<file path="src/rtl/vfd_scan_pkg.sv">
package vfd_scan_pkg;

    localparam int NUM_GRIDS = 3;
    localparam int NUM_SLOTS = 3;

    typedef enum logic [1:0] {
        SLOT_A = 2'd0,
        SLOT_B = 2'd1,
        SLOT_C = 2'd2
    } slot_e;

    localparam logic [NUM_GRIDS-1:0] GRID_PAT_A    = 3'b001;
    localparam logic [NUM_GRIDS-1:0] GRID_PAT_B    = 3'b010;
    localparam logic [NUM_GRIDS-1:0] GRID_PAT_C    = 3'b100;
    localparam logic [NUM_GRIDS-1:0] GRID_PAT_PAIR = 3'b011;

endpackage

</file>
<file path="src/rtl/vfd_bit_tick.sv">
module vfd_bit_tick #(
    parameter int OSC_PER_BIT = 4
) (
    input  logic clk,
    input  logic rst_n,
    output logic tick
);
    localparam int PRE_W = (OSC_PER_BIT > 1) ? $clog2(OSC_PER_BIT) : 1;
    localparam logic [PRE_W-1:0] PRE_LAST = PRE_W'(OSC_PER_BIT - 1);

    logic [PRE_W-1:0] pre_d, pre_q;

    always_comb begin
        tick  = (pre_q == PRE_LAST);
        pre_d = tick ? '0 : pre_q + PRE_W'(1);
    end

    always_ff @(posedge clk or negedge rst_n) begin
        if (!rst_n) pre_q <= '0;
        else        pre_q <= pre_d;
    end
endmodule

</file>
<file path="src/rtl/vfd_slot_seq.sv">
module vfd_slot_seq
    import vfd_scan_pkg::*;
#(
    parameter int CNT_W = 10
) (
    input  logic             clk,
    input  logic             rst_n,
    input  logic             tick,
    input  logic [CNT_W-1:0] bright_in,
    input  logic             sel_in,
    output logic [CNT_W-1:0] bit_cnt,
    output slot_e            slot,
    output logic [CNT_W-1:0] bright_act,
    output logic             sel_act
);
    localparam logic [CNT_W-1:0] BIT_LAST = '1;

    typedef struct packed {
        logic [CNT_W-1:0] bit_cnt;
        slot_e            slot;
        logic [CNT_W-1:0] bright;
        logic             sel;
    } seq_t;

    seq_t st_d, st_q;

    always_comb begin
        st_d = st_q;
        if (tick) begin
            if (st_q.bit_cnt == BIT_LAST) begin
                st_d.bit_cnt = '0;
                st_d.bright  = bright_in;
                case (st_q.slot)
                    SLOT_A:  st_d.slot = SLOT_B;
                    SLOT_B:  st_d.slot = SLOT_C;
                    default: begin
                        st_d.slot = SLOT_A;
                        st_d.sel  = sel_in;
                    end
                endcase
            end else begin
                st_d.bit_cnt = st_q.bit_cnt + CNT_W'(1);
            end
        end
    end

    always_ff @(posedge clk or negedge rst_n) begin
        if (!rst_n) begin
            st_q.bit_cnt <= '0;
            st_q.slot    <= SLOT_A;
            st_q.bright  <= '0;
            st_q.sel     <= 1'b1;
        end else begin
            st_q <= st_d;
        end
    end

    assign bit_cnt    = st_q.bit_cnt;
    assign slot       = st_q.slot;
    assign bright_act = st_q.bright;
    assign sel_act    = st_q.sel;
endmodule

</file>
<file path="src/rtl/vfd_out_drive.sv">
module vfd_out_drive
    import vfd_scan_pkg::*;
#(
    parameter int CNT_W      = 10,
    parameter int NSEG       = 37,
    parameter int GRID_LEAD  = 5,
    parameter int SEG_LEAD   = 8,
    parameter int BRIGHT_MAX = 1016
) (
    input  logic [CNT_W-1:0]          bit_cnt,
    input  slot_e                     slot,
    input  logic [CNT_W-1:0]          bright_act,
    input  logic                      sel_act,
    input  logic [NUM_SLOTS*NSEG-1:0] disp_latch,
    output logic [NUM_GRIDS-1:0]      grid_en,
    output logic [NSEG-1:0]           seg_en
);
    localparam logic [CNT_W-1:0] G_LEAD = CNT_W'(GRID_LEAD);
    localparam logic [CNT_W-1:0] S_LEAD = CNT_W'(SEG_LEAD);
    localparam logic [CNT_W-1:0] B_MAX  = CNT_W'(BRIGHT_MAX);

    logic [CNT_W-1:0]     on_len;
    logic [CNT_W-1:0]     seg_pos;
    logic                 seg_win;
    logic                 grid_win;
    logic [NUM_GRIDS-1:0] grid_pat;
    logic [NSEG-1:0]      bank;

    always_comb begin
        on_len   = (bright_act > B_MAX) ? B_MAX : bright_act;
        seg_pos  = bit_cnt - S_LEAD;
        grid_win = (bit_cnt >= G_LEAD);
        seg_win  = (bit_cnt >= S_LEAD) && (seg_pos < on_len);
        case (slot)
            SLOT_A:  begin grid_pat = GRID_PAT_A; bank = disp_latch[0 +: NSEG];      end
            SLOT_B:  begin grid_pat = GRID_PAT_B; bank = disp_latch[NSEG +: NSEG];   end
            default: begin
                grid_pat = sel_act ? GRID_PAT_PAIR : GRID_PAT_C;
                bank     = disp_latch[2*NSEG +: NSEG];
            end
        endcase
        grid_en = grid_win ? grid_pat : '0;
    end

    for (genvar n = 0; n < NSEG; n++) begin : g_seg
        assign seg_en[n] = seg_win & bank[n];
    end
endmodule

</file>
<file path="src/rtl/vfd_grid_scanner.sv">
module vfd_grid_scanner
    import vfd_scan_pkg::*;
#(
    parameter int OSC_PER_BIT  = 4,
    parameter int CNT_W        = 10,
    parameter int SEG_PER_GRID = 37,
    parameter int GRID_LEAD    = 5,
    parameter int SEG_LEAD     = 8,
    parameter int BRIGHT_MAX   = 1016
) (
    input  logic                                clk,
    input  logic                                rst_n,
    input  logic [NUM_SLOTS*SEG_PER_GRID-1:0]   disp_latch,
    input  logic [CNT_W-1:0]                    bright,
    input  logic                                seq_sel,
    output logic [NUM_GRIDS-1:0]                grid_en,
    output logic [SEG_PER_GRID-1:0]             seg_en
);
    logic             bit_tick;
    logic [CNT_W-1:0] bit_cnt;
    slot_e            slot;
    logic [CNT_W-1:0] bright_act;
    logic             sel_act;

    vfd_bit_tick #(
        .OSC_PER_BIT (OSC_PER_BIT)
    ) u_tick (
        .clk   (clk),
        .rst_n (rst_n),
        .tick  (bit_tick)
    );

    vfd_slot_seq #(
        .CNT_W (CNT_W)
    ) u_seq (
        .clk        (clk),
        .rst_n      (rst_n),
        .tick       (bit_tick),
        .bright_in  (bright),
        .sel_in     (seq_sel),
        .bit_cnt    (bit_cnt),
        .slot       (slot),
        .bright_act (bright_act),
        .sel_act    (sel_act)
    );

    vfd_out_drive #(
        .CNT_W      (CNT_W),
        .NSEG       (SEG_PER_GRID),
        .GRID_LEAD  (GRID_LEAD),
        .SEG_LEAD   (SEG_LEAD),
        .BRIGHT_MAX (BRIGHT_MAX)
    ) u_drive (
        .bit_cnt    (bit_cnt),
        .slot       (slot),
        .bright_act (bright_act),
        .sel_act    (sel_act),
        .disp_latch (disp_latch),
        .grid_en    (grid_en),
        .seg_en     (seg_en)
    );
endmodule

</file>
<file path="config.mk">
export PLATFORM = sky130hd
export DESIGN_NAME = vfd_grid_scanner
export DESIGN_NICKNAME = d
export VERILOG_FILES = /design/src/rtl/vfd_scan_pkg.sv /design/src/rtl/vfd_bit_tick.sv /design/src/rtl/vfd_slot_seq.sv /design/src/rtl/vfd_out_drive.sv /design/src/rtl/vfd_grid_scanner.sv
export SDC_FILE = /design/constraint.sdc
export NUM_CORES = 1
export LEC_CHECK = 0
export BUFFER_PORTS_ARGS = -buffer_cell sky130_fd_sc_hd__buf_2
export CORE_AREA = 4 4 79 81
export CTS_CLUSTER_DIAMETER = 80
export CTS_CLUSTER_SIZE = 8
export DETAILED_ROUTE_END_ITERATION = 8
export DIE_AREA = 0 0 83 85
export GPL_TIMING_DRIVEN = 0
export PLACE_DENSITY_LB_ADDON = 0.12
export SLEW_MARGIN = 40
export SYNTH_ARGS = -nofsm -noshare
export SYNTH_HDL_FRONTEND = slang
export SYNTH_SLANG_ARGS = --single-unit
</file>
<file path="constraint.sdc">
create_clock -name clk -period 5.9 [get_ports clk]
set_input_delay 0.885 -clock clk [delete_from_list [all_inputs] [get_ports clk]]
set_output_delay 0.885 -clock clk [all_outputs]
set_load 0.005 [all_outputs]
</file>
Word level (Yosys, flattened, before mapping). Cells that the tools add are included.

Register bits after elaboration: 25. Logic and storage cells: 66.

Bitwise gates (word level): 38. Order comparisons: 4. Add/subtract/negate cells: 3. Reductions and logical operators: 5. Equal/unequal tests: 3. Mux-type cells: 8.

Operators with widths (count): one-hot mux 37 bit (2 select lines) (1); bitwise AND 1 bit (37); two-way mux 10 bit (2); adder 10 x 1 -> 10 bit (second input constant) (1); == test 10 bit (second input constant) (1); greater-or-equal comparator 10 x 3 -> 1 bit (second input constant) (1); greater-or-equal comparator 10 x 4 -> 1 bit (second input constant) (1); > comparator 10 bit (second input constant) (1); less-than comparator 10 bit (1); subtractor 10 x 4 -> 10 bit (second input constant) (1); two-way mux 3 bit (2); one-hot mux 3 bit (2 select lines) (1); one-hot mux 2 bit (2 select lines) (1); AND reduction 3 bit (1); adder 2 x 1 -> 2 bit (second input constant) (1); == test 2 x 1 -> 1 bit (second input constant) (1); == test 2 bit (second input constant) (1); zero test 2 bit (1); two-way mux 2 bit (1); AND reduction 2 bit (1); OR reduction 2 bit (1); logical AND 1 bit (1); inverter 1 bit (1).

Depth between registers and ports, before layout. Gate-level depths: netlist (run 1).

Depth in word-level cells: 5. Depth in mapped cells: 10. Gate-level depth less buffers: 9.

Hierarchy. From an unflattened synthesis (run 1), not the netlist that was laid out.

Cells, all modules: 312. Area total of the unflattened synthesis: 2496.1 µm².

By module, submodules not included: vfd_out_drive (cells an instance 226, sequential area each 0.0 µm², times used 1, area each 1356.3 µm²); vfd_slot_seq (cells an instance 82, sequential area each 576.8 µm², times used 1, area each 1073.5 µm²); vfd_bit_tick (cells an instance 4, sequential area each 50.0 µm², times used 1, area each 66.3 µm²).

Worst setup path before layout (run 1). No wires, ideal clock.

Kind: reg2out. Start: reg u_seq.bit_cnt[6] (netlist name). End: out seg_en[10]. Path slack: 2.561 ns. Data arrival time: 2.454 ns. Data required time: 5.015 ns. Cell stages (with the launch flop): 11. Buffers on the path: 2. Cells stage by stage: dfrtp_1 buf_6 nor4_1 nand2_1 xnor2_1 ha_1 nand4_1 or3_1 o2111ai_4 buf_6 nor2_1.

Longest elaborated chain between the ends: 4.

Ends and longest elaborated chain: subtractor 10 x 4 -> 10 bit (RTL line vfd_out_drive.sv:31) `seg_pos = bit_cnt - S_LEAD;`; less-than comparator 10 bit (RTL line vfd_out_drive.sv:33) `seg_win = (bit_cnt >= S_LEAD) && (seg_pos < on_len);`; logical AND 1 bit * (RTL line vfd_out_drive.sv:33); bitwise AND 1 bit * (RTL line vfd_out_drive.sv:46) `assign seg_en[n] = seg_win & bank[n];`; end: declaration (RTL line vfd_grid_scanner.sv:17) `output logic [SEG_PER_GRID-1:0] seg_en`.

Mark *: on every way between the ends. The rest lies on a longest branch, timed or not.

Worst setup path after layout (run 1).
Start: reg u_seq.bit_cnt[6] (netlist name). End: out seg_en[16].

Longest elaborated chain between the ends: 4.

Ends and longest elaborated chain (RTL line): subtractor 10 x 4 -> 10 bit (vfd_out_drive.sv:31); less-than comparator 10 bit (vfd_out_drive.sv:33); logical AND 1 bit * (vfd_out_drive.sv:33); bitwise AND 1 bit * (vfd_out_drive.sv:46).

Marks and branches as above.

==> summary.md, run 1 <==
| Metric | Value |
|---|---|
| Core Region | 5470 um2 |
| I/O Buffers | between 150 and 200 |
| Die Wd | 83 um |
| Startpoint Class | register |
| Post-Synthesis Cells | 318 |
| Required time of the critical path | 5020 ps |
| Setup TNS | 0 ps |
| Synth Register Bits | 25 |
| Tcrit/Tclk final | 69.3% |
| CTS H-tree depth | 1 |
| DR WL met3 | 693 um |
| Peak supply drop | 0.0000693 V |
| TritonRoute pass-1 iters | 4 |
| # fillers | 526 |
| CP peak stage delay | 440 ps |
| Post-synth EDFFs | 0 |
| Top FF cell, synth | dfrtp_1 |
| Maximum clock path buffer count | 2 |
| Layout cells sized above 1 | 39.8% |
| First-pass GRT wire length | approximately 13000 um |
| Area growth, synth to finish | 38.7% |
| Reg area | 627 um2 |
| Skew-Pair Late Insertion Delay | 270 ps |
| DR WL/cell | between 10 and 15 um |
| Largest net degree at the start of global routing | 26 |
| Ys async rst share | 100% |
| Critical path cell sequence | buf_6, nor4_1, nand2_1, xnor2_1, ha_1, nand4_1, or3_1, o2111ai_4, buf_6, nor2_1, buf_2 |
| CP Max Fanout | 10 |
| Worst path arrival time | 3200 ps |
| Final Setup Violations | 0 |
| RSZ-0062 raised after global routing | no |
| Pwr dens | 105 nW/um2 |
| Top routing layer in use | met4 |
| HPWL after DPL | 6770 um |
| Worst Setup End Kind | output port |
| Multi-input logic area | 1640 um2 |
| DRT iter0 DRCs | 88 |
| CTS tree | yes |
| Flop2flop setup slack | 3950 ps |
| # rows | 27 |
| GPL Wtd Cong | 0.900 |
| Syn Nets | 458 |
| Design Power | 0.358 mW |
| Die footprint | slightly above 7000 um2 |
| Post-Route WL | between 8000 and 9000 um |
| LEAKAGE | 1.81 nW |
| Number of max-cap violations | 0 |
| Hold Crit Class | reg -> reg |
| Worst slew pin tran | 568 ps |
| Post-CTS Setup Repair Bufs | 0 |
| Vias post-DR | 2813 |
| Hold Buf Count CTS | 0 |
| Max Clk Rate | 0.245 GHz |
| Pins Over Slew Limit | 0 |
| M1 WL | around 3400 um |
| Vias in the first global route | about 2800 |
| Die Height | between 80 and 90 um |
| Clk sinks | 25 |
| Total GRT Usage | 22.1% |
| Top cell type's share of synthesized area | 24.4% |
| Critical path class | reg -> out |
| Top-count cell post-synth | nor2_1 |
| Detail Route met2 WL | about 4000 um |
| Initial antenna violation count | 0 |
| # IOs | 164 |
| Outcome | finished clean |
| Clk root buf | clkbuf_8 |
| Synth warn | 0 |
| ANT nets after route | 0 |
| Fin. Hold Viols | 0 |
| Leading area contributor after synthesis | dfrtp_1 |
| Synth cell count leaders | nor2_1, a21oi_1, mux2i_1 |
| DRC Markers | 0 |
| Clk_skew | 8.05 ps |
| Synth Cell Area | 2460 um2 |
| Crit-path slowest cell | nor4_1 |
| # resized after CTS | 0 |
| Clk slew on worst S/H paths | 90 ps |
| Post-synthesis area per instance | 7.74 um2 |
| Yosys cell types | 38 |
| Via/cell ratio | 5.05 |
| Total CTS buffers | 3 |
| Antenna cells | 0 |
| NumNets Final | 626 |
| Cell mode on critical path | buf_6 |
| Initial Util | 44.9% |
| Register area share after synthesis | 25.5% |
| Rel. slew slack | 62.1% |
| Synth top area cells | dfrtp_1, mux2i_1, nor2_1 |
| GR Overflow Total | 0 |
| Minimum clock period | 4090 ps |
power breakdown:
group	total, mW	internal, mW	switching, mW
sequential	0.172	0.172	0.000346
combinational	0.0840	0.0486	0.0354
clock	0.102	0.0473	0.0548
total	0.358	0.268	0.0905
cell usage in the layout (no fill, tap or decap), types with 2 or more instances in the layout:
cell      netlist  final
nand3_1         5      5
nor3_1          4      4
nor2_1         80     80
buf_2           7    170
nand2_1        17     17
dfrtp_1        24     24
o21ai_0         9      9
inv_1          16     16
xor2_1          6      6
and4_2          2      2
buf_6           3      3
xnor2_1         6      6
nand4_1         6      6
o31ai_1         2      2
clkbuf_8        0      3
mux2i_1        39     39
mux2_2          4      4
ha_1           16     16
a31oi_1         2      2
a21oi_1        40     40
clkbuf_1       10     10
nor2_2          3      3
state kept, by name, summed over array words and instances (netlist names):
register	flops
u_seq.bright_act	10
u_seq.slot	2
u_tick.pre_q	2
u_seq.bit_cnt	10
u_seq.sel_act	1
layer usage:
metal  track usage, %  up-vias
met2             37.5      129
met4             5.94        0
met1             27.8     1243
met3             6.02       20
met5                0        -
li1                 -     1421
cell families (layout without fill, tap and decap cells):
logic type,Yosys count,in the layout,synth area share (%)
fa+ha+maj,16,16,8.14
xor+xnor,12,12,4.27
simple gates,123,123,21.8
compound gates,60,60,14.4
flops,25,25,25.5
mux,44,44,18.2
buf+inv,38,205,7.68
path summary, 6_finish.rpt:
path	from	to	depth (start not counted)
hold reg to reg	u_tick.pre_q[0]$_DFF_PN0_	u_tick.pre_q[0]$_DFF_PN0_	1
max in group asynchronous	rst_n	u_seq.bright_act[3]$_DFFE_PN0P_	1
setup reg to reg	u_tick.pre_q[0]$_DFF_PN0_	u_seq.bright_act[2]$_DFFE_PN0P_	5
hold / removal	u_tick.pre_q[0]$_DFF_PN0_	u_tick.pre_q[0]$_DFF_PN0_	1
min in group asynchronous	rst_n	u_seq.bit_cnt[8]$_DFFE_PN0P_	1
setup / recovery	u_seq.bit_cnt[6]$_DFFE_PN0P_	seg_en[16]	11
final cells by class:
type	instances	share of cell area, %
repair buffers	163	23.9
multi-input cells	255	48.2
plain buffers	22	3.78
clock buffers	3	1.21
inverters	16	1.76
flip-flops and latches	25	18.4
clock inverters	1	0.147
well taps	72	2.64
critical path: cells and delay by family (launching register included):
| family | cells | cell delay [ps] |
|---|---|---|
| simple gates | 5 | 1190 |
| buf+inv | 3 | 470 |
| compound gates | 1 | 400 |
| flops | 1 | 390 |
| fa+ha+maj | 1 | 310 |
| xor+xnor | 1 | 140 |
per-stage QoR:
| step | std cells | worst slack [ps] | hold WS (ps) | cell area, um2 | util [%] |
|---|---|---|---|---|---|
| 3_5_place_dp | 553 | 2130 | 427 | 3370 | 61.5 |
| 5_1_grt | 557 | 1580 | 441 | 3410 | 62.3 |
| 2_1_floorplan | 318 | 2560 | 403 | 2460 | - |
| 4_1_cts | 557 | 1810 | 440 | 3410 | 62.3 |
| 3_3_place_gp | 553 | 2180 | 413 | 3370 | 61.5 |
| 6_report | 557 | 1810 | 433 | 3410 | 62.3 |
Power figures use the tool's default switching activity.
==> run 2: changes to the inputs <==
CORE_AREA = 4 4 85 87   (was 4 4 79 81)
DIE_AREA = 0 0 89 91   (was 0 0 83 85)
clock period = 3.37 ns   (was 5.9 ns; I/O delays follow)
==> summary.md, run 2 (synthesis results as in run 1) <==
| Metric | Value |
|---|---|
| Reg2Reg Depth | 5 (unchanged) |
| ANT nets after route | 0 (unchanged) |
| Die Height | 91 um (+7.1%) |
| Core Region | 6350 um2 (+16%) |
| RSZ-0062 raised after global routing | yes |
| Vias in the first global route | 2735 (-1.3%) |
| CP Launch Point | u_seq.bit_cnt[5]$_DFFE_PN0P_ |
| Die footprint | 8100 um2 (+15%) |
| Placed insts | 558 (+0.90%) |
| DRC Markers | 0 (unchanged) |
| M3 GR Usage | 2.62% (-3.4 points) |
| Setup WS post-layout | 41.7 ps (-1770 ps) |
| Flop2flop setup slack | 1450 ps (-2500 ps) |
| Rel. slew slack | 61.3% (-0.80 points) |
| Fin. Hold Viols | 0 (unchanged) |
| Outcome | finished clean |
| Met1 Use GR | 24.7% (-3.1 points) |
| Cell mode on critical path | buf_6 |
| Minimum clock period | 3330 ps |
| Reg-to-reg endpoint | u_seq.bright_act[2]$_DFFE_PN0P_ |
| Layout cells sized above 1 | 43.1% (+3.4 points) |
| Pins Over Slew Limit | 0 (unchanged) |
| # IOs | 164 (unchanged) |
| GR Overflow Total | 0 (unchanged) |
| Clk sinks | 25 (unchanged) |
| LEAKAGE | 1.88 nW (+3.9%) |
| Pwr dens | 176 nW/um2 (+68%) |
| Crit-path slowest cell | or3_4 |
| CTS tree | yes |
| HPWL after DPL | 6890 um (+1.8%) |
| Critical path cell sequence | buf_6, nor4_4, nand2_1, xnor2_1, ha_1, nand4_1, or3_4, o2111ai_4, buf_6, clkbuf_16, nor2_1, buf_2 |
| Commonest non-fill, non-tap cell in the layout | buf_2 |
| Max Clk Rate | 0.300 GHz |
| Worst slew pin tran | 580 ps (+12.0 ps) |
| Post-Route WL | 8440 um (+2.8%) |
| Hold Buf Count CTS | 0 (unchanged) |
| Total CTS buffers | 3 (unchanged) |
| Reg-to-Reg Start | u_tick.pre_q[0]$_DFF_PN0_ |
| Commonest non-fill, non-tap cells in the layout | buf_2, nor2_1, a21oi_1, mux2i_1, dfrtp_1 |
| Largest net degree at the start of global routing | 26 (unchanged) |
| Levels on crit path | 12 (+1) |
| CTS H-tree depth | 1 (unchanged) |
| Required time of the critical path | 2860 ps (-2160 ps) |
| Clk root buf | clkbuf_8 |
| Area growth, synth to finish | 46.0% |
| # rows | 29 (+7.4%) |
| Total GRT Usage | 19.8% (-2.3 points) |
| Vias post-DR | 2823 (+0.36%) |
| DR WL/cell | 14.7 um (about the same) |
| CP Max Fanout | 8 (-2) |
| Final Setup Violations | 0 (unchanged) |
| Clk_skew | 4.47 ps (-3.58 ps) |
| GPL Wtd Cong | 0.825 (-8.3%) |
| Dpl ws | -13.1 ps (-2140 ps) |
| Buf/Inv on CP | 4 (+1) |
| First-pass GRT wire length | 13000 um (-0.69%) |
| I/O Buffers | 163 (unchanged) |
| # fillers | 631 (+20%) |
| Die Wd | 89 um (+7.2%) |
| Maximum clock path buffer count | 2 (unchanged) |
| TritonRoute pass-1 iters | 4 (unchanged) |
| DRT iter0 DRCs | 46 (-48%) |
| Via/cell ratio | 4.93 (-2.4%) |
| Skew-Pair Late Insertion Delay | 270 ps (about the same) |
| Startpoint Class | register |
| Number of max-cap violations | 0 (unchanged) |
| NumNets Final | 637 (+1.8%) |
| Delay-heaviest family, CP | simple AND/OR/NAND/NOR gates |
| End of the critical path | seg_en[25] |
| Worst Setup End Kind | output port |
| Met2 Use GR | 35.4% (-2.1 points) |
| Initial antenna violation count | 0 (unchanged) |
| Antenna cells | 0 (unchanged) |
| Initial Util | 38.7% (-6.2 points) |
| Worst path arrival time | 2820 ps (-380 ps) |
| Critical path class | reg -> out |
| Clk slew on worst S/H paths | 90 ps (about the same) |
| Hold Crit Class | in -> async |
| GRT Max-Usage Layer | met2 |
| CP peak stage delay | 390 ps (-50 ps) |
| Tcrit/Tclk final | between 90% and 100% |
| Peak supply drop | 0.000113 V (+63%) |
| Layout Cells excl Fill | 573 (+2.9%) |
run 2: layer usage:
| layer | wire [um] | up-vias |
|---|---|---|
| met4 | 208 | 0 |
| met2 | 4210 | 98 |
| met5 | 0 | - |
| li1 | - | 1445 |
| met3 | 598 | 18 |
| met1 | 3420 | 1262 |
run 2: timing repair:
action                     in CTS  in global routing
setup buffers                   3                  7
gates resized for setup         4                 17
setup endpoints to repair      37                 37
cloned                          0                  1
pin swaps                       2                  6
run 2: final cells by class:
cell class | count | area, um2 | share of cell area (%)
clock buffers | 3 | 41.3 | 1.15
clock inverters | 1 | 5.00 | 0.139
plain buffers | 22 | 141 | 3.94
multi-input cells | 255 | 1690 | 47.2
flip-flops and latches | 25 | 631 | 17.6
repair buffers | 174 | 923 | 25.7
inverters | 16 | 60.1 | 1.67
well taps | 77 | 96.3 | 2.68
run 2: how the worst min path moves through the flow:
stage               depth (start not counted)                      start                              end
finish                                      1                      rst_n        u_tick.pre_q[1]$_DFF_PN0_
global route                                1                      rst_n  u_seq.bright_act[1]$_DFFE_PN0P_
floorplan                                   0                      rst_n     u_seq.bit_cnt[0]$_DFFE_PN0P_
global placement                            1  u_tick.pre_q[0]$_DFF_PN0_        u_tick.pre_q[0]$_DFF_PN0_
detailed placement                          1  u_tick.pre_q[0]$_DFF_PN0_        u_tick.pre_q[0]$_DFF_PN0_
CTS                                         1                      rst_n        u_tick.pre_q[1]$_DFF_PN0_
run 2: stage by stage:
stage | hold WS (ps) | utilization [%] | instance area (um2) | setup TNS (ps) | total power, mW
2_1_floorplan | 210 | - | 2460 | 0 | 0.352
6_report | 219 | 56.6 | 3590 | 0 | 0.632
3_5_place_dp | 423 | 53.1 | 3370 | -36.6 | 0.455
5_1_grt | 261 | 56.6 | 3590 | -2780 | 0.675
3_3_place_gp | 416 | 53.1 | 3370 | 0 | 0.453
4_1_cts | 234 | 54.6 | 3470 | -58.6 | 0.638
run 2: power by group:
group	switching [mW]	total, mW	internal (mW)
Sequential	0.000614	0.301	0.301
Clock	0.101	0.184	0.0829
Combinational	0.0620	0.147	0.0853
==> run 3: changes to the inputs <==
CORE_AREA = 4 4 85 79   (was 4 4 85 87)
DIE_AREA = 0 0 89 83   (was 0 0 89 91)
clock period = 3.5 ns   (was 3.37 ns; I/O delays follow)
==> summary.md, run 3 (synthesis results as in run 1) <==
| Metric | Value |
|---|---|
| Outcome | finished clean |
| Die Wd | 89 um (unchanged) |
| Critical path class | reg -> out |
| Dpl ws | 95.7 ps (+109 ps) |
| Multi-input logic area | 1680 um2 (-0.66%) |
| Via/cell ratio | 4.98 (+1.1%) |
| Post-Route WL | 8310 um (-1.6%) |
| Antenna cells | 0 (unchanged) |
| Worst slew pin tran | 578 ps (-1.78 ps) |
| # IOs | 164 (unchanged) |
| I/O Buffers | 163 (unchanged) |
| # rows | 27 (-6.9%) |
| Die footprint | 7390 um2 (-8.8%) |
| Fin. Hold Viols | 0 (unchanged) |
| Worst path arrival time | 2850 ps (+30 ps) |
| Layout cells sized above 1 | 42.6% (-0.52 points) |
| Worst Setup End Kind | output port |
| Max Clk Rate | 0.296 GHz |
| Initial antenna violation count | 0 (unchanged) |
| NumNets Final | 636 (-0.16%) |
| Post-route cell area | 3550 um2 (-1.0%) |
| Rel. slew slack | 61.4% (+0.12 points) |
| Clk_skew | 3.03 ps (-1.44 ps) |
| CTS H-tree depth | 1 (unchanged) |
| End of the critical path | seg_en[21] |
| Tcrit/Tclk final | 96.5% |
| RSZ-0062 raised after global routing | yes |
| CP Max Fanout | 10 (+2) |
| Clk slew on worst S/H paths | 90 ps (about the same) |
| Reg-to-Reg Start | u_tick.pre_q[0]$_DFF_PN0_ |
| Pins Over Slew Limit | 0 (unchanged) |
| Commonest non-fill, non-tap cell in the layout | buf_2 |
| Peak supply drop | 0.000133 V (+18%) |
| Commonest non-fill, non-tap cells in the layout | buf_2, nor2_1, a21oi_1, mux2i_1, dfrtp_1 |
| LEAKAGE | 1.87 nW (-0.22%) |
| Maximum clock path buffer count | 2 (unchanged) |
| GPL Wtd Cong | 0.890 (+7.8%) |
| Required time of the critical path | 2970 ps (+110 ps) |
| Total CTS buffers | 3 (unchanged) |
| GR Overflow Total | 0 (unchanged) |
| TritonRoute pass-1 iters | 4 (unchanged) |
| Reg area | 631 um2 (unchanged) |
| Clk sinks | 25 (unchanged) |
| Reg2Reg Depth | 5 (unchanged) |
| Area after DPL | 3370 um2 (-0.19%) |
| Flop2flop setup slack | 1560 ps (+110 ps) |
| # fillers | 559 (-11%) |
| Setup WS post-layout | 123 ps (+81.3 ps) |
| DRC Markers | 0 (unchanged) |
| Initial Util | 41.6% (+2.9 points) |
| CTS tree | yes |
| Pwr dens | 171 nW/um2 (-3.0%) |
| Die Height | 83 um (-8.8%) |
| Startpoint Class | register |
| DR WL/cell | 14.6 um (-0.56%) |
| ANT nets after route | 0 (unchanged) |
| Vias post-DR | 2823 (unchanged) |
| Vias in the first global route | 2711 (-0.88%) |
| DRT iter0 DRCs | 96 (+110%) |
| Skew-Pair Late Insertion Delay | 270 ps (about the same) |
| CP Launch Point | u_seq.bit_cnt[5]$_DFFE_PN0P_ |
| Largest net degree at the start of global routing | 26 (unchanged) |
| HPWL after DPL | 6660 um (-3.4%) |
| Design Power | 0.607 mW (-4.1%) |
| Area growth, synth to finish | 44.5% |
| First-pass GRT wire length | 12900 um (-1.1%) |
| Clk root buf | clkbuf_8 |
| Core Region | 5910 um2 (-6.9%) |
| Total GRT Usage | 21.5% (+1.7 points) |
| Reg-to-reg endpoint | u_seq.bright_act[2]$_DFFE_PN0P_ |
| Minimum clock period | between 3000 and 4000 ps |
| Hold Crit Class | in -> async |
| Final Setup Violations | 0 (unchanged) |
| Number of max-cap violations | 0 (unchanged) |
[run 3: worst min-delay path by stage]
stage	start	endpoint	slack [ps]	cells past startpoint
2_1_floorplan	rst_n	u_seq.bit_cnt[0]$_DFFE_PN0P_	230	0
3_3_place_gp	u_tick.pre_q[0]$_DFF_PN0_	u_tick.pre_q[0]$_DFF_PN0_	410	1
3_5_place_dp	u_tick.pre_q[0]$_DFF_PN0_	u_tick.pre_q[0]$_DFF_PN0_	420	1
4_1_cts	rst_n	u_seq.bright_act[7]$_DFFE_PN0P_	260	1
5_1_grt	rst_n	u_seq.bright_act[7]$_DFFE_PN0P_	280	1
6_report	rst_n	u_seq.bright_act[7]$_DFFE_PN0P_	240	1
[run 3: what timing repair did]
action,CTS,global route
setup endpoints to repair,37,37
gates resized for setup,5,12
gates cloned,0,1
buffers inserted,3,6
hold buffers,0,0
pin swaps,1,6
[run 3: metal layers]
layer | part of all wire (%) | wire length (um) | global-route usage [%]
met1 | 43 | 3550 | 27.7
met2 | 48 | 4020 | 36.8
met3 | 7.5 | 624 | 4.46
met4 | 1.3 | 104 | 4.33
met5 | 0 | 0 | 0
[run 3: final cells by class]
type                       instances  share of cell area (%)
multi-input combinational        255                    47.3
timing repair buffer             173                    25.4
sequential                        25                    17.7
buffer                            22                    3.98
tap                               72                    2.53
inverter                          16                    1.69
clock buffer                       3                    1.16
clock inverter                     1                   0.141
[run 3: through the flow]
| step | std cells | setup TNS (ps) | utilization [%] | hold WS, ps |
|---|---|---|---|---|
| floorplan | 318 | 0 | - | 229 |
| global placement | 553 | 0 | 56.9 | 413 |
| detailed placement | 553 | 0 | 56.9 | 416 |
| CTS | 560 | 0 | 58.6 | 257 |
| global route | 567 | -1060 | 60.1 | 277 |
| finish | 567 | 0 | 60.1 | 240 |
[run 3: critical path, stage by stage (launching register included)]
cell	delay [ps]
dfrtp_1	380
buf_6	140
nor4_4	300
nand2_1	100
xnor2_1	140
ha_1	300
nand4_1	120
or3_4	410
o2111ai_4	230
buf_12	160
buf_6	130
nor2_1	50
buf_2	130
[run 3: power by group]
part           internal [mW]  leakage (nW)  switching (mW)
clock network         0.0798        0.0255          0.0954
registers              0.290         0.291        0.000544
logic                 0.0821          1.56          0.0592
